==> config.mk <==
export PLATFORM = sky130hd
export DESIGN_NAME = dct8_serial_seq
export DESIGN_NICKNAME = d
export VERILOG_FILES = /design/src/rtl/dct8_seq_pkg.sv /design/src/rtl/dct8_coef_rom.sv /design/src/rtl/dct8_reg_bank.sv /design/src/rtl/dct8_result_mem.sv /design/src/rtl/dct8_seq_ctrl.sv /design/src/rtl/dct8_serial_seq.sv
export SDC_FILE = /design/constraint.sdc
export NUM_CORES = 1
export LEC_CHECK = 0
export ABC_AREA = 1
export BUFFER_PORTS_ARGS = -buffer_cell sky130_fd_sc_hd__buf_2
export CORE_UTILIZATION = 62
export CTS_BUF_LIST = sky130_fd_sc_hd__clkbuf_8
export CTS_CLUSTER_DIAMETER = 200
export DETAILED_ROUTE_END_ITERATION = 7
export GPL_TIMING_DRIVEN = 0
export PLACE_DENSITY_LB_ADDON = 0.3
export SYNTH_ARGS = -nofsm -noshare
export SYNTH_HDL_FRONTEND = slang
export SYNTH_SLANG_ARGS = --single-unit
export TNS_END_PERCENT = 100
==> constraint.sdc <==
create_clock -name clk -period 3.7 [get_ports clk]
set_input_delay 0.74 -clock clk [delete_from_list [all_inputs] [get_ports clk]]
set_output_delay 0.74 -clock clk [all_outputs]
set_load 0.03 [all_outputs]
==> src/rtl/dct8_seq_pkg.sv <==
package dct8_seq_pkg;

  localparam int NPT   = 8;
  localparam int FP_W  = 18;

  typedef enum logic [3:0] {
    S_IDLE, S_LOAD, S_BF_SEL, S_BF_RUN, S_BF_WB,
    S_MU_SEL, S_MU_RUN, S_MU_WB, S_AC_SEL, S_AC_RUN, S_AC_WB,
    S_STORE, S_FIN
  } seq_state_t;

  // Magnitude of 0.5*cos(i*pi/16) as sign-less exponent/fraction (bias 63).
  function automatic logic [16:0] cos_mag(input logic [2:0] i);
    case (i)
      3'd0: cos_mag = 17'h0F800;
      3'd1: cos_mag = 17'h0F7D9;
      3'd2: cos_mag = 17'h0F764;
      3'd3: cos_mag = 17'h0F6A7;
      3'd4: cos_mag = 17'h0F5A8;
      3'd5: cos_mag = 17'h0F472;
      3'd6: cos_mag = 17'h0F21F;
      default: cos_mag = 17'h0EE3E;
    endcase
  endfunction

  // Scaled cosine weight for output u, folded index k.
  function automatic logic [FP_W-1:0] dct8_coef(input logic [2:0] u, input logic [1:0] k);
    int n;
    logic neg;
    logic [16:0] mag;
    neg = 1'b0;
    if (u == 3'd0) begin
      mag = cos_mag(3'd4);
    end else begin
      n = ((2 * int'(k) + 1) * int'(u)) % 32;
      if (n > 16) n = 32 - n;
      if (n > 8) begin
        neg = 1'b1;
        n = 16 - n;
      end
      mag = cos_mag(3'(n));
    end
    return {neg, mag};
  endfunction

endpackage

==> src/rtl/dct8_coef_rom.sv <==
module dct8_coef_rom
  import dct8_seq_pkg::*;
#(
  parameter int N  = NPT,
  parameter int DW = FP_W,
  localparam int AW = $clog2(N),
  localparam int KW = $clog2(N / 2)
) (
  input  logic          clk,
  input  logic          rst,
  input  logic          en,
  input  logic [AW-1:0] u,
  input  logic [KW-1:0] k,
  output logic [DW-1:0] coef_q
);

  logic [DW-1:0] coef_d;

  always_comb coef_d = DW'(dct8_coef(3'(u), 2'(k)));

  always_ff @(posedge clk) begin
    if (rst)     coef_q <= '0;
    else if (en) coef_q <= coef_d;
  end

endmodule

==> src/rtl/dct8_reg_bank.sv <==
module dct8_reg_bank #(
  parameter int N  = 8,
  parameter int DW = 18,
  localparam int AW = $clog2(N)
) (
  input  logic          clk,
  input  logic          rst,
  input  logic          ld_we,
  input  logic [AW-1:0] ld_idx,
  input  logic [DW-1:0] ld_data,
  input  logic          pr_we,
  input  logic [AW-1:0] pr_lo,
  input  logic [AW-1:0] pr_hi,
  input  logic [DW-1:0] pr_lo_data,
  input  logic [DW-1:0] pr_hi_data,
  input  logic [AW-1:0] sel_a,
  input  logic [AW-1:0] sel_b,
  output logic [DW-1:0] rd_a,
  output logic [DW-1:0] rd_b
);

  logic [DW-1:0] w_q [N];

  for (genvar i = 0; i < N; i++) begin : g_reg
    always_ff @(posedge clk) begin
      if (rst)                                 w_q[i] <= '0;
      else if (ld_we && ld_idx == AW'(i))      w_q[i] <= ld_data;
      else if (pr_we && pr_lo == AW'(i))       w_q[i] <= pr_lo_data;
      else if (pr_we && pr_hi == AW'(i))       w_q[i] <= pr_hi_data;
    end
  end

  always_comb begin
    rd_a = w_q[sel_a];
    rd_b = w_q[sel_b];
  end


  pair_distinct_chk: assert property (@(posedge clk) disable iff (rst)
    pr_we |-> (pr_lo != pr_hi));


  load_excl_chk: assert property (@(posedge clk) disable iff (rst)
    ld_we |-> !pr_we);

endmodule

==> src/rtl/dct8_result_mem.sv <==
module dct8_result_mem #(
  parameter int N  = 8,
  parameter int DW = 18,
  localparam int AW = $clog2(N)
) (
  input  logic          clk,
  input  logic          rst,
  input  logic          we,
  input  logic [AW-1:0] waddr,
  input  logic [DW-1:0] wdata,
  input  logic [AW-1:0] raddr,
  output logic [DW-1:0] rdata
);

  logic [DW-1:0] mem [N];

  always_ff @(posedge clk) begin
    if (we) mem[waddr] <= wdata;
  end

  always_ff @(posedge clk) begin
    if (rst) rdata <= '0;
    else     rdata <= mem[raddr];
  end

endmodule

==> src/rtl/dct8_seq_ctrl.sv <==
module dct8_seq_ctrl
  import dct8_seq_pkg::*;
#(
  parameter int N = NPT,
  localparam int AW = $clog2(N),
  localparam int KW = $clog2(N / 2),
  localparam int CW = AW + 1
) (
  input  logic          clk,
  input  logic          rst,
  input  logic          start_i,
  input  logic          smp_valid_i,
  input  logic          add_done_i,
  input  logic          sub_done_i,
  input  logic          mul_done_i,
  output logic          ld_we_o,
  output logic [AW-1:0] ld_idx_o,
  output logic          pr_we_o,
  output logic [AW-1:0] pr_lo_o,
  output logic [AW-1:0] pr_hi_o,
  output logic [AW-1:0] sel_a_o,
  output logic [AW-1:0] sel_b_o,
  output logic          opl_en_o,
  output logic          accl_en_o,
  output logic          coef_en_o,
  output logic [AW-1:0] u_o,
  output logic [KW-1:0] k_o,
  output logic          add_en_o,
  output logic          sub_en_o,
  output logic          mul_en_o,
  output logic          sum_cap_o,
  output logic          dif_cap_o,
  output logic          prod_cap_o,
  output logic          acc_we_o,
  output logic          acc_from_mul_o,
  output logic          res_we_o,
  output logic          done_o
);

  seq_state_t    state_q;
  logic [CW-1:0] cnt_q;
  logic [KW-1:0] k_q;
  logic [AW-1:0] u_q;
  logic          got_add_q, got_sub_q;
  logic [AW-1:0] k_lo, k_hi, dot_idx;
  logic          pair_ok;

  always_comb begin
    k_lo    = AW'(k_q);
    k_hi    = AW'(N - 1) - k_lo;
    dot_idx = u_q[0] ? k_hi : k_lo;
    pair_ok = (got_add_q || add_done_i) && (got_sub_q || sub_done_i);
  end

  always_ff @(posedge clk) begin
    if (rst) begin
      state_q   <= S_IDLE;
      cnt_q     <= '0;
      k_q       <= '0;
      u_q       <= '0;
      got_add_q <= 1'b0;
      got_sub_q <= 1'b0;
    end else begin
      case (state_q)
        S_IDLE: if (start_i) begin
          state_q <= S_LOAD;
          cnt_q   <= '0;
        end
        S_LOAD: if (smp_valid_i) begin
          cnt_q <= cnt_q + 1'b1;
          if (cnt_q == CW'(N - 1)) begin
            state_q <= S_BF_SEL;
            k_q     <= '0;
          end
        end
        S_BF_SEL: state_q <= S_BF_RUN;
        S_BF_RUN: begin
          if (pair_ok) begin
            state_q   <= S_BF_WB;
            got_add_q <= 1'b0;
            got_sub_q <= 1'b0;
          end else begin
            got_add_q <= got_add_q | add_done_i;
            got_sub_q <= got_sub_q | sub_done_i;
          end
        end
        S_BF_WB: begin
          k_q <= k_q + 1'b1;
          if (k_q == KW'(N / 2 - 1)) begin
            state_q <= S_MU_SEL;
            u_q     <= '0;
          end else begin
            state_q <= S_BF_SEL;
          end
        end
        S_MU_SEL: state_q <= S_MU_RUN;
        S_MU_RUN: if (mul_done_i) state_q <= S_MU_WB;
        S_MU_WB: begin
          if (k_q == '0) begin
            k_q     <= k_q + 1'b1;
            state_q <= S_MU_SEL;
          end else begin
            state_q <= S_AC_SEL;
          end
        end
        S_AC_SEL: state_q <= S_AC_RUN;
        S_AC_RUN: if (add_done_i) state_q <= S_AC_WB;
        S_AC_WB: begin
          k_q     <= k_q + 1'b1;
          state_q <= (k_q == KW'(N / 2 - 1)) ? S_STORE : S_MU_SEL;
        end
        S_STORE: begin
          u_q     <= u_q + 1'b1;
          state_q <= (u_q == AW'(N - 1)) ? S_FIN : S_MU_SEL;
        end
        S_FIN:   state_q <= S_IDLE;
        default: state_q <= S_IDLE;
      endcase
    end
  end

  always_comb begin
    ld_we_o        = (state_q == S_LOAD) && smp_valid_i;
    ld_idx_o       = cnt_q[AW-1:0];
    pr_we_o        = (state_q == S_BF_WB);
    pr_lo_o        = k_lo;
    pr_hi_o        = k_hi;
    sel_a_o        = k_lo;
    sel_b_o        = (state_q == S_MU_SEL) ? dot_idx : k_hi;
    opl_en_o       = (state_q == S_BF_SEL) || (state_q == S_MU_SEL);
    accl_en_o      = (state_q == S_AC_SEL);
    coef_en_o      = (state_q == S_MU_SEL);
    u_o            = u_q;
    k_o            = k_q;
    add_en_o       = ((state_q == S_BF_RUN) && !got_add_q) || (state_q == S_AC_RUN);
    sub_en_o       = (state_q == S_BF_RUN) && !got_sub_q;
    mul_en_o       = (state_q == S_MU_RUN);
    sum_cap_o      = add_en_o && add_done_i;
    dif_cap_o      = sub_en_o && sub_done_i;
    prod_cap_o     = mul_en_o && mul_done_i;
    acc_we_o       = ((state_q == S_MU_WB) && (k_q == '0)) || (state_q == S_AC_WB);
    acc_from_mul_o = (state_q == S_MU_WB);
    res_we_o       = (state_q == S_STORE);
    done_o         = (state_q == S_FIN);
  end


  add_hold_chk: assert property (@(posedge clk) disable iff (rst)
    (add_en_o && !add_done_i) |=> add_en_o);

  sub_hold_chk: assert property (@(posedge clk) disable iff (rst)
    (sub_en_o && !sub_done_i) |=> sub_en_o);

  mul_hold_chk: assert property (@(posedge clk) disable iff (rst)
    (mul_en_o && !mul_done_i) |=> mul_en_o);

  mul_alone_chk: assert property (@(posedge clk) disable iff (rst)
    mul_en_o |-> !(add_en_o || sub_en_o));

  done_pulse_chk: assert property (@(posedge clk) disable iff (rst)
    done_o |=> !done_o);

  busy_start_chk: assert property (@(posedge clk) disable iff (rst)
    (start_i && state_q != S_IDLE && state_q != S_LOAD) |=> (state_q != S_LOAD));

  load_count_chk: assert property (@(posedge clk) disable iff (rst)
    ld_we_o |-> (cnt_q < CW'(N)));

endmodule

==> src/rtl/dct8_serial_seq.sv <==
module dct8_serial_seq
  import dct8_seq_pkg::*;
#(
  parameter int N  = NPT,
  parameter int DW = FP_W,
  localparam int AW = $clog2(N),
  localparam int KW = $clog2(N / 2)
) (
  input  logic          clk,
  input  logic          rst,
  input  logic          start_i,
  input  logic          smp_valid_i,
  input  logic [DW-1:0] smp_data_i,
  output logic [DW-1:0] op_a_o,
  output logic [DW-1:0] op_b_o,
  output logic [DW-1:0] coef_o,
  output logic          add_en_o,
  input  logic [DW-1:0] add_sum_i,
  input  logic          add_done_i,
  output logic          sub_en_o,
  input  logic [DW-1:0] sub_diff_i,
  input  logic          sub_done_i,
  output logic          mul_en_o,
  input  logic [DW-1:0] mul_prod_i,
  input  logic          mul_done_i,
  output logic          done_o,
  input  logic [AW-1:0] rd_idx_i,
  output logic [DW-1:0] rd_data_o
);

  logic          ld_we, pr_we, opl_en, accl_en, coef_en;
  logic          sum_cap, dif_cap, prod_cap, acc_we, acc_from_mul, res_we;
  logic [AW-1:0] ld_idx, pr_lo, pr_hi, sel_a, sel_b, u_idx;
  logic [KW-1:0] k_idx;
  logic [DW-1:0] rd_a, rd_b, sum_q, dif_q, prod_q, acc_q, acc_d;

  dct8_seq_ctrl #(.N(N)) ctrl_i (
    .clk(clk), .rst(rst), .start_i(start_i), .smp_valid_i(smp_valid_i),
    .add_done_i(add_done_i), .sub_done_i(sub_done_i), .mul_done_i(mul_done_i),
    .ld_we_o(ld_we), .ld_idx_o(ld_idx), .pr_we_o(pr_we), .pr_lo_o(pr_lo), .pr_hi_o(pr_hi),
    .sel_a_o(sel_a), .sel_b_o(sel_b), .opl_en_o(opl_en), .accl_en_o(accl_en),
    .coef_en_o(coef_en), .u_o(u_idx), .k_o(k_idx),
    .add_en_o(add_en_o), .sub_en_o(sub_en_o), .mul_en_o(mul_en_o),
    .sum_cap_o(sum_cap), .dif_cap_o(dif_cap), .prod_cap_o(prod_cap),
    .acc_we_o(acc_we), .acc_from_mul_o(acc_from_mul), .res_we_o(res_we), .done_o(done_o)
  );

  dct8_reg_bank #(.N(N), .DW(DW)) bank_i (
    .clk(clk), .rst(rst), .ld_we(ld_we), .ld_idx(ld_idx), .ld_data(smp_data_i),
    .pr_we(pr_we), .pr_lo(pr_lo), .pr_hi(pr_hi), .pr_lo_data(sum_q), .pr_hi_data(dif_q),
    .sel_a(sel_a), .sel_b(sel_b), .rd_a(rd_a), .rd_b(rd_b)
  );

  dct8_coef_rom #(.N(N), .DW(DW)) rom_i (
    .clk(clk), .rst(rst), .en(coef_en), .u(u_idx), .k(k_idx), .coef_q(coef_o)
  );

  dct8_result_mem #(.N(N), .DW(DW)) res_i (
    .clk(clk), .rst(rst), .we(res_we), .waddr(u_idx), .wdata(acc_q),
    .raddr(rd_idx_i), .rdata(rd_data_o)
  );

  // Write-back selector: product seeds the accumulator, sums update it.
  always_comb acc_d = acc_from_mul ? prod_q : sum_q;

  always_ff @(posedge clk) begin
    if (rst) begin
      op_a_o <= '0;
      op_b_o <= '0;
      sum_q  <= '0;
      dif_q  <= '0;
      prod_q <= '0;
      acc_q  <= '0;
    end else begin
      if (opl_en) begin
        op_a_o <= rd_a;
        op_b_o <= rd_b;
      end else if (accl_en) begin
        op_a_o <= acc_q;
        op_b_o <= prod_q;
      end
      if (sum_cap)  sum_q  <= add_sum_i;
      if (dif_cap)  dif_q  <= sub_diff_i;
      if (prod_cap) prod_q <= mul_prod_i;
      if (acc_we)   acc_q  <= acc_d;
    end
  end


  mul_operand_stable_chk: assert property (@(posedge clk) disable iff (rst)
    (mul_en_o && !mul_done_i) |=> ($stable(coef_o) && $stable(op_b_o)));


  add_operand_stable_chk: assert property (@(posedge clk) disable iff (rst)
    (add_en_o && !add_done_i) |=> ($stable(op_a_o) && $stable(op_b_o)));

endmodule

# == Word level (Yosys, flattened, before mapping) ==
# Memory sizes are Yosys's and may differ from the RTL's. A register that Yosys moved wholly into a read port is not among the register bits.
# Index checks and enable logic that the tools add are counted.
# op_classes
add_sub_neg,7
n_mul,1
div_mod_pow,0
magnitude_cmp,2
eq_ne,45
shift,0
muxes,139
bitwise_logic,23
n_reduce_logical,52
# ops
op,n
$mux W18,25
$pmux W13 S7,1
$mux W1,84
$mux W32,2
$pmux W4 S12,1
$mux W4,11
$eq A3 B3 Y1 const B,12
$gt A32 B5 Y1 const B,1
$mul A32 B4 Y32,1
$logic_and A1 B1 Y1,28
$mux W3,8
$or A1 B1 Y1,22
$eq A4 B3 Y1 const B,5
$eq A4 B4 Y1 const B,5
$eq A3 B2 Y1 const B,6
$mux W17,1
$logic_not A3 Y1,5
$eq A3 B1 Y1 const B,3
$eq A4 B2 Y1 const B,2
$ne A2 B1 Y1 const B,4
$ne A2 B2 Y1 const B,4
$pmux W4 S2,1
$sub A7 B6 Y8 const A,1
$gt A6 B6 Y1 const B,1
25 further kinds,35
# totals
register_bits,141
latch_bits,0
mem_bits_rw,288
rom_bits,0
inputBits,82
output_inout_bits,76
wordCells,284
memories,2
# memory_table
memory,depth,width,read_ports,rd_clocked_by_memory_dff,write_ports,line_no,rtl
bank_i.w_q,8,18,2,1,8,dct8_reg_bank.sv:22,logic [DW-1:0] w_q [N];
res_i.mem,8,18,1,1,1,dct8_result_mem.sv:15,logic [DW-1:0] mem [N];

# == Longest topological paths before layout ==
# logic_depth
depth_word,13
depth_mapped,24
ltp_nobuf,24

# == By module ==
# From an unflattened synthesis, not the netlist that was laid out.
# unflattened
hier_cells,3248
area_unflattened_um2,24424.7
# by_module_without_submodules
module,n_inst,cells_per_inst,area_each_um2,seq_area_each_um2
dct8_reg_bank,1,1543,10721.5,4324.1
dct8_result_mem,1,659,6747.7,4684.5
dct8_serial_seq,1,660,4509.3,2162.1
dct8_coef_rom,1,193,1257.5,300.3
dct8_seq_ctrl,1,193,1188.6,300.3

# == Worst setup path before layout ==
# No wires, ideal clock.
# synth_timing
path_kind,register -> register
start,"register ctrl_i.u_q[1], in the netlist ctrl_i.u_o[1]"
end,register rom_i.coef_q[10]
setup_ns,0.132
t_arrival_ns,2.843
t_required_ns,3.568
setup_slack_ns,0.725
stages_incl_launch_ff,25
n_path_buf,0
synth_period_minus_slack_ns,2.975
path_cell_list,dfxtp_1 nand2_1 inv_1 ha_1 ha_1 ha_1 fa_1 inv_1 nand2_1 nand2_1 nand3_1 nand2_2 nand2_2 nand2_1 nand3_1 nand2_1 inv_1 nand2_1 nand3_1 nand2_1 nand2_1 inv_1 nand2_1 nand2_1 a21oi_1
# synth_via
elab_chain_cells,12
word_cells_on_any_way,21
classes_between,add/sub: 2; mul: 1; order compare: 2; eq/ne: 6; mux: 6; bitwise: 1; reduce/logical: 3
# synth_lines
element,line_no,rtl
"start, declared",dct8_seq_ctrl.sv:43,logic [AW-1:0] u_q;
"start signal, assigned",dct8_seq_ctrl.sv:113,u_q <= u_q + 1'b1;
$mul A32 B4 Y32,dct8_seq_pkg.sv:35,n = ((2 * int'(k) + 1) * int'(u)) % 32;
$reduce_or A5 Y1 (no line),--,
$and A1 B1 Y1 (no line),--,
$sub A7 B6 Y8 or $gt A6 B6 Y1 (tied branches),dct8_seq_pkg.sv:36,if (n > 16) n = 32 - n;
$mux W32,dct8_seq_pkg.sv:36,
$mux W32,dct8_seq_pkg.sv:32,if (u == 3'd0) begin
$gt A32 B5 Y1 or $sub A1 B3 Y3 (tied branches),"dct8_seq_pkg.sv:37, dct8_seq_pkg.sv:39",
$mux W3,dct8_seq_pkg.sv:37,if (n > 8) begin
$mux W3,dct8_seq_pkg.sv:32,
$eq A3 B3 Y1 (tied with other cells),dct8_seq_pkg.sv:14,case (i)
$pmux W13 S7,dct8_seq_pkg.sv:14,
$mux W17 (*),dct8_seq_pkg.sv:32,
"end signal, assigned",dct8_coef_rom.sv:23,else if (en) coef_q <= coef_d;
"end, declared",dct8_coef_rom.sv:14,output logic [DW-1:0] coef_q
# Mark *: on every way between the ends. The rest lies on a longest branch, timed or not. The select of a mux whose other input is x is not followed.
# A chain may end at the register's enable or synchronous reset.

==> load_flow_metrics.sql <==
INSERT INTO impl_metrics (metric_group, metric, value, unit) VALUES
('outcome', 'outcome', 'finished, final reports clean', ''),
('power_and_ir_drop', 'power_density', '566', 'nW/um2'),
('die', 'die_h', '180', 'um'),
('clock_tree', 'clockBufferDepth', '3', ''),
('layout', 'commonest_non_fill_non_tap_cell_in_the_layout', 'sky130_fd_sc_hd__edfxtp_1', ''),
('synthesis', 'yosys.area.top_type', 'sky130_fd_sc_hd__edfxtp_1', ''),
('setup_path', 'timing.critical_path.from_type', 'register', ''),
('timing', 'timing.final.setup_violations', '0', ''),
('clock_tree', 'clockRootBuffer', 'sky130_fd_sc_hd__clkbuf_8', ''),
('synthesis', 'synth.top_cell.area_share', '0.439', ''),
('place', 'io_buffer_count', '153', ''),
('place', 'placed_cells', '2561', ''),
('timing', 'timing.fmax', '285', 'MHz'),
('routing', 'dr.pass1.iters', '5', ''),
('timing', 'setup_ws', '0.192', 'ns'),
('clock_tree', 'number_of_h_tree_levels', '3', ''),
('global_routing', 'initial_antenna_violation_count', '0', ''),
('power_and_ir_drop', 'power_leakage', '8.69', 'nW'),
('routing', 'detail_route.iter0.violations', '2265', ''),
('synthesis', 'synthesis.yosys.warnings', '0', ''),
('routing', 'antenna_violating_nets_post_route', '0', ''),
('layout', 'most-common-layout-cells', '288 x sky130_fd_sc_hd__edfxtp_1, 256 x sky130_fd_sc_hd__nor2_1, 226 x sky130_fd_sc_hd__o21ai_0', ''),
('place', 'post-place-ws', '-0.225', 'ns'),
('setup_path', 'timing_worst_setup_path_type', 'reg2reg', ''),
('layout', 'filler_cell_count', '2219', ''),
('setup_path', 'crit_required', '3.78', 'ns'),
('synthesis', 'syn_avg_cell_area', '9.82', 'um2'),
('die', 'design.portCount', '158', ''),
('routing', 'totalWireLength', '61800', 'um'),
('place', 'hpwlAfterDp', '44100', 'um'),
('timing', 'finalClockSkew', '0.0332', 'ns'),
('die', 'rows', '64', ''),
('timing', 'slew_violations', '0', ''),
('synthesis', 'syn-num-nets', '2111', ''),
('timing', 'grt_setup_unrepaired', 'no', ''),
('global_routing', 'maximum_number_of_pins_on_one_net_before_global_route_repair', '19', ''),
('layout', 'design_area', '22500', 'um2'),
('clock_tree', 'cts_tree', 'yes', ''),
('timing', 'post-route-min-period', '3.51', 'ns'),
('clock_tree', 'post_cts_hold_buffer_count', '0', ''),
('die', 'die_w', '180', 'um'),
('synthesis', 'synth_cells', '2004', ''),
('layout', 'areaGrowthSynthToFinish', '14.4', '%'),
('layout', 'core_utilization_of_the_finished_layout', '0.728', ''),
('setup_path', 'worstSetupEndpointType', 'register', ''),
('min_path', 'min-delay-path-class', 'in2reg', ''),
('job', 'max-cap-violations', '0', ''),
('die', 'floorplan.die_area', '32500', 'um2'),
('synthesis', 'syn-cell-area', '19700', 'um2'),
('synthesis', 'ys_ff_latch', '446', ''),
('timing', 'worstMarginPinSlew', '1.17', 'ns'),
('clock_tree', 'clk_pin_slew_worst_paths', '0.06', 'ns'),
('timing', 'hold_viol', '0', ''),
('setup_path', 'timing.critical_path.arrival', '3.59', 'ns'),
('clock_tree', 'clock-sinks', '446', ''),
('power_and_ir_drop', 'power.ir.vdd_worst', '0.418', 'mV'),
('synthesis', 'synth_cell_types', '51', ''),
('routing', 'route.detailed.wl_per_inst', '22.9', 'um'),
('global_routing', 'grt_first_pass_wirelength', '92700', 'um'),
('routing', 'drc', '0', ''),
('clock_tree', 'worstSkewPairLatency', '0.62', 'ns'),
('global_routing', 'globalRouteOverflowTotal', '0', ''),
('synthesis', 'netlist_top_cells_area', 'sky130_fd_sc_hd__edfxtp_1 44%, sky130_fd_sc_hd__dfxtp_1 16%, sky130_fd_sc_hd__o21ai_0 5.7%', ''),
('die', 'core_outline_area', '30900', 'um2'),
('layout', 'finalNetCount', '2347', ''),
('synthesis', 'yosysSeqAreaShare', '0.600', ''),
('clock_tree', 'cts-buffers-inserted', '72', ''),
('global_routing', 'first_global_vias', '16400', ''),
('routing', 'post_drt_via_cell_ratio', '6.34', ''),
('global_routing', 'grtUsageTotal', '0.375', ''),
('setup_path', 'cp_max_fanout', '18', ''),
('die', 'initial_utilization', '0.637', ''),
('layout', 'diodes', '0', ''),
('timing', 'timing.final.crit_share', '0.948', ''),
('layout', 'post_route_cells_drive_above_1_share', '0.152', ''),
('timing', 'max_slew_margin', '0.219', ''),
('layout', 'stdcell_count', '2695', ''),
('routing', 'dr_total_vias', '17100', ''),
('place', 'globalplace.congestion', '0.961', ''),
('place', 'postPlaceCellArea', '21100', 'um2');
## critical path, cell delays in order, from the launching register on
cell,delay (ns)
sky130_fd_sc_hd__dfxtp_1,0.42
sky130_fd_sc_hd__nor2_1,0.10
sky130_fd_sc_hd__inv_1,0.15
sky130_fd_sc_hd__nor2_2,0.10
sky130_fd_sc_hd__nand3_1,0.19
sky130_fd_sc_hd__clkbuf_1,0.50
sky130_fd_sc_hd__clkbuf_1,0.65
sky130_fd_sc_hd__nand2_1,0.84
## final timing paths
path	start	to	slack, ns	cells after the start
setup / recovery	ctrl_i.state_q[0]$_SDFFE_PP0P_	bank_i.w_q[2][7]$_DFFE_PP_	0.19	7
setup reg to reg	ctrl_i.state_q[0]$_SDFFE_PP0P_	bank_i.w_q[2][7]$_DFFE_PP_	0.19	7
hold / removal	sub_diff_i[7]	dif_q[7]$_SDFFE_PP0P_	0.40	3
hold reg to reg	rom_i.coef_q[8]$_SDFFE_PP0P_	rom_i.coef_q[8]$_SDFFE_PP0P_	0.46	2
## Yosys cell counts (all sizes together)
library cell and instances:
edfxtp 288, nor2 269, o21ai 235, nand2 224, dfxtp 158, o22ai 153, inv 149, a21oi 132
clkbuf 100, nand3 48, a31oi 46, buf 36, o211ai 26, ha 24, a22oi 23, o32ai 18
nor3 14, o221ai 14, o21bai 11, o311ai 9, clkinv 5, a211oi 4, a32o 4, nand4 4
o2111ai 2, a221oi 1, conb 1, fa 1, nor4 1, o211a 1, or2 1, xnor2 1
xor2 1
## state kept, by name, indices dropped and copies added, names as in the netlist, 2 cells and up, named ones only
register / count
bank_i.w_q: 144
res_i.mem: 144
acc_q: 18
dif_q: 18
op_a_o: 18
op_b_o: 18
prod_q: 18
res_i.rdata: 18
sum_q: 18
rom_i.coef_q: 15
ctrl_i.cnt_q: 4
ctrl_i.state_q: 4
ctrl_i.u_o: 3
ctrl_i.k_o: 2
## layout make-up
class / instances / area, um2 / area share
clock inverters: 54 / 302 / 0.0134
inverters: 154 / 581 / 0.0258
plain buffers: 136 / 589 / 0.0262
clock buffers: 79 / 1090 / 0.0483
flip-flops and latches: 446 / 11800 / 0.525
repair buffers: 162 / 900 / 0.0400
well taps: 396 / 495 / 0.0220
multi-input cells: 1268 / 6740 / 0.299
## power by group
| group | switching [mW] | leakage [nW] | internal (mW) |
|---|---|---|---|
| clock network | 2.02 | 0.810 | 2.08 |
| registers | 0.186 | 4.26 | 5.50 |
| logic | 2.14 | 3.61 | 0.822 |
## metal layers
metal,vias to the layer above,share of wire,track usage,wire length [um]
li1,7707,-,-,-
met2,1235,0.48,0.631,29800
met4,0,0.050,0.204,3080
met1,7906,0.37,0.468,22600
met5,-,0,0,0
met3,236,0.10,0.0564,6360
## what timing repair did
item | in CTS | in global routing
setup buffers | 0 | 1
setup endpoints to repair | 0 | 13
resized for setup | 0 | 9
hold endpoints to repair | 0 | 0
## metrics by stage
| stage | hold slack [ns] | TNS, ns | total power, mW |
|---|---|---|---|
| 6_report | 0.404 | 0 | 12.7 |
| 5_1_grt | 0.410 | 0 | 13.1 |
| 4_1_cts | 0.387 | 0 | 12.6 |
| 3_5_place_dp | 0.455 | -8.51 | 8.60 |
| 3_3_place_gp | 0.450 | -15.72 | 8.54 |
| 2_1_floorplan | 0.455 | 0 | 7.54 |
## cells by family (layout without fill, tap and decap cells)
family                     count (synthesis)  in the layout  share of synthesized area
adders and majority gates                 25             25                     0.0163
xor gates and xnor gates                   2              2                   0.000890
other                                      1              1                   0.000191
AOI/OAI and AO/OA                        679            679                      0.206
and+or+nand+nor                          561            561                      0.117
buffers and inverters                    290            585                     0.0593
DFF                                      446            446                      0.600
Note: power is estimated with default switching activity, not from simulation.
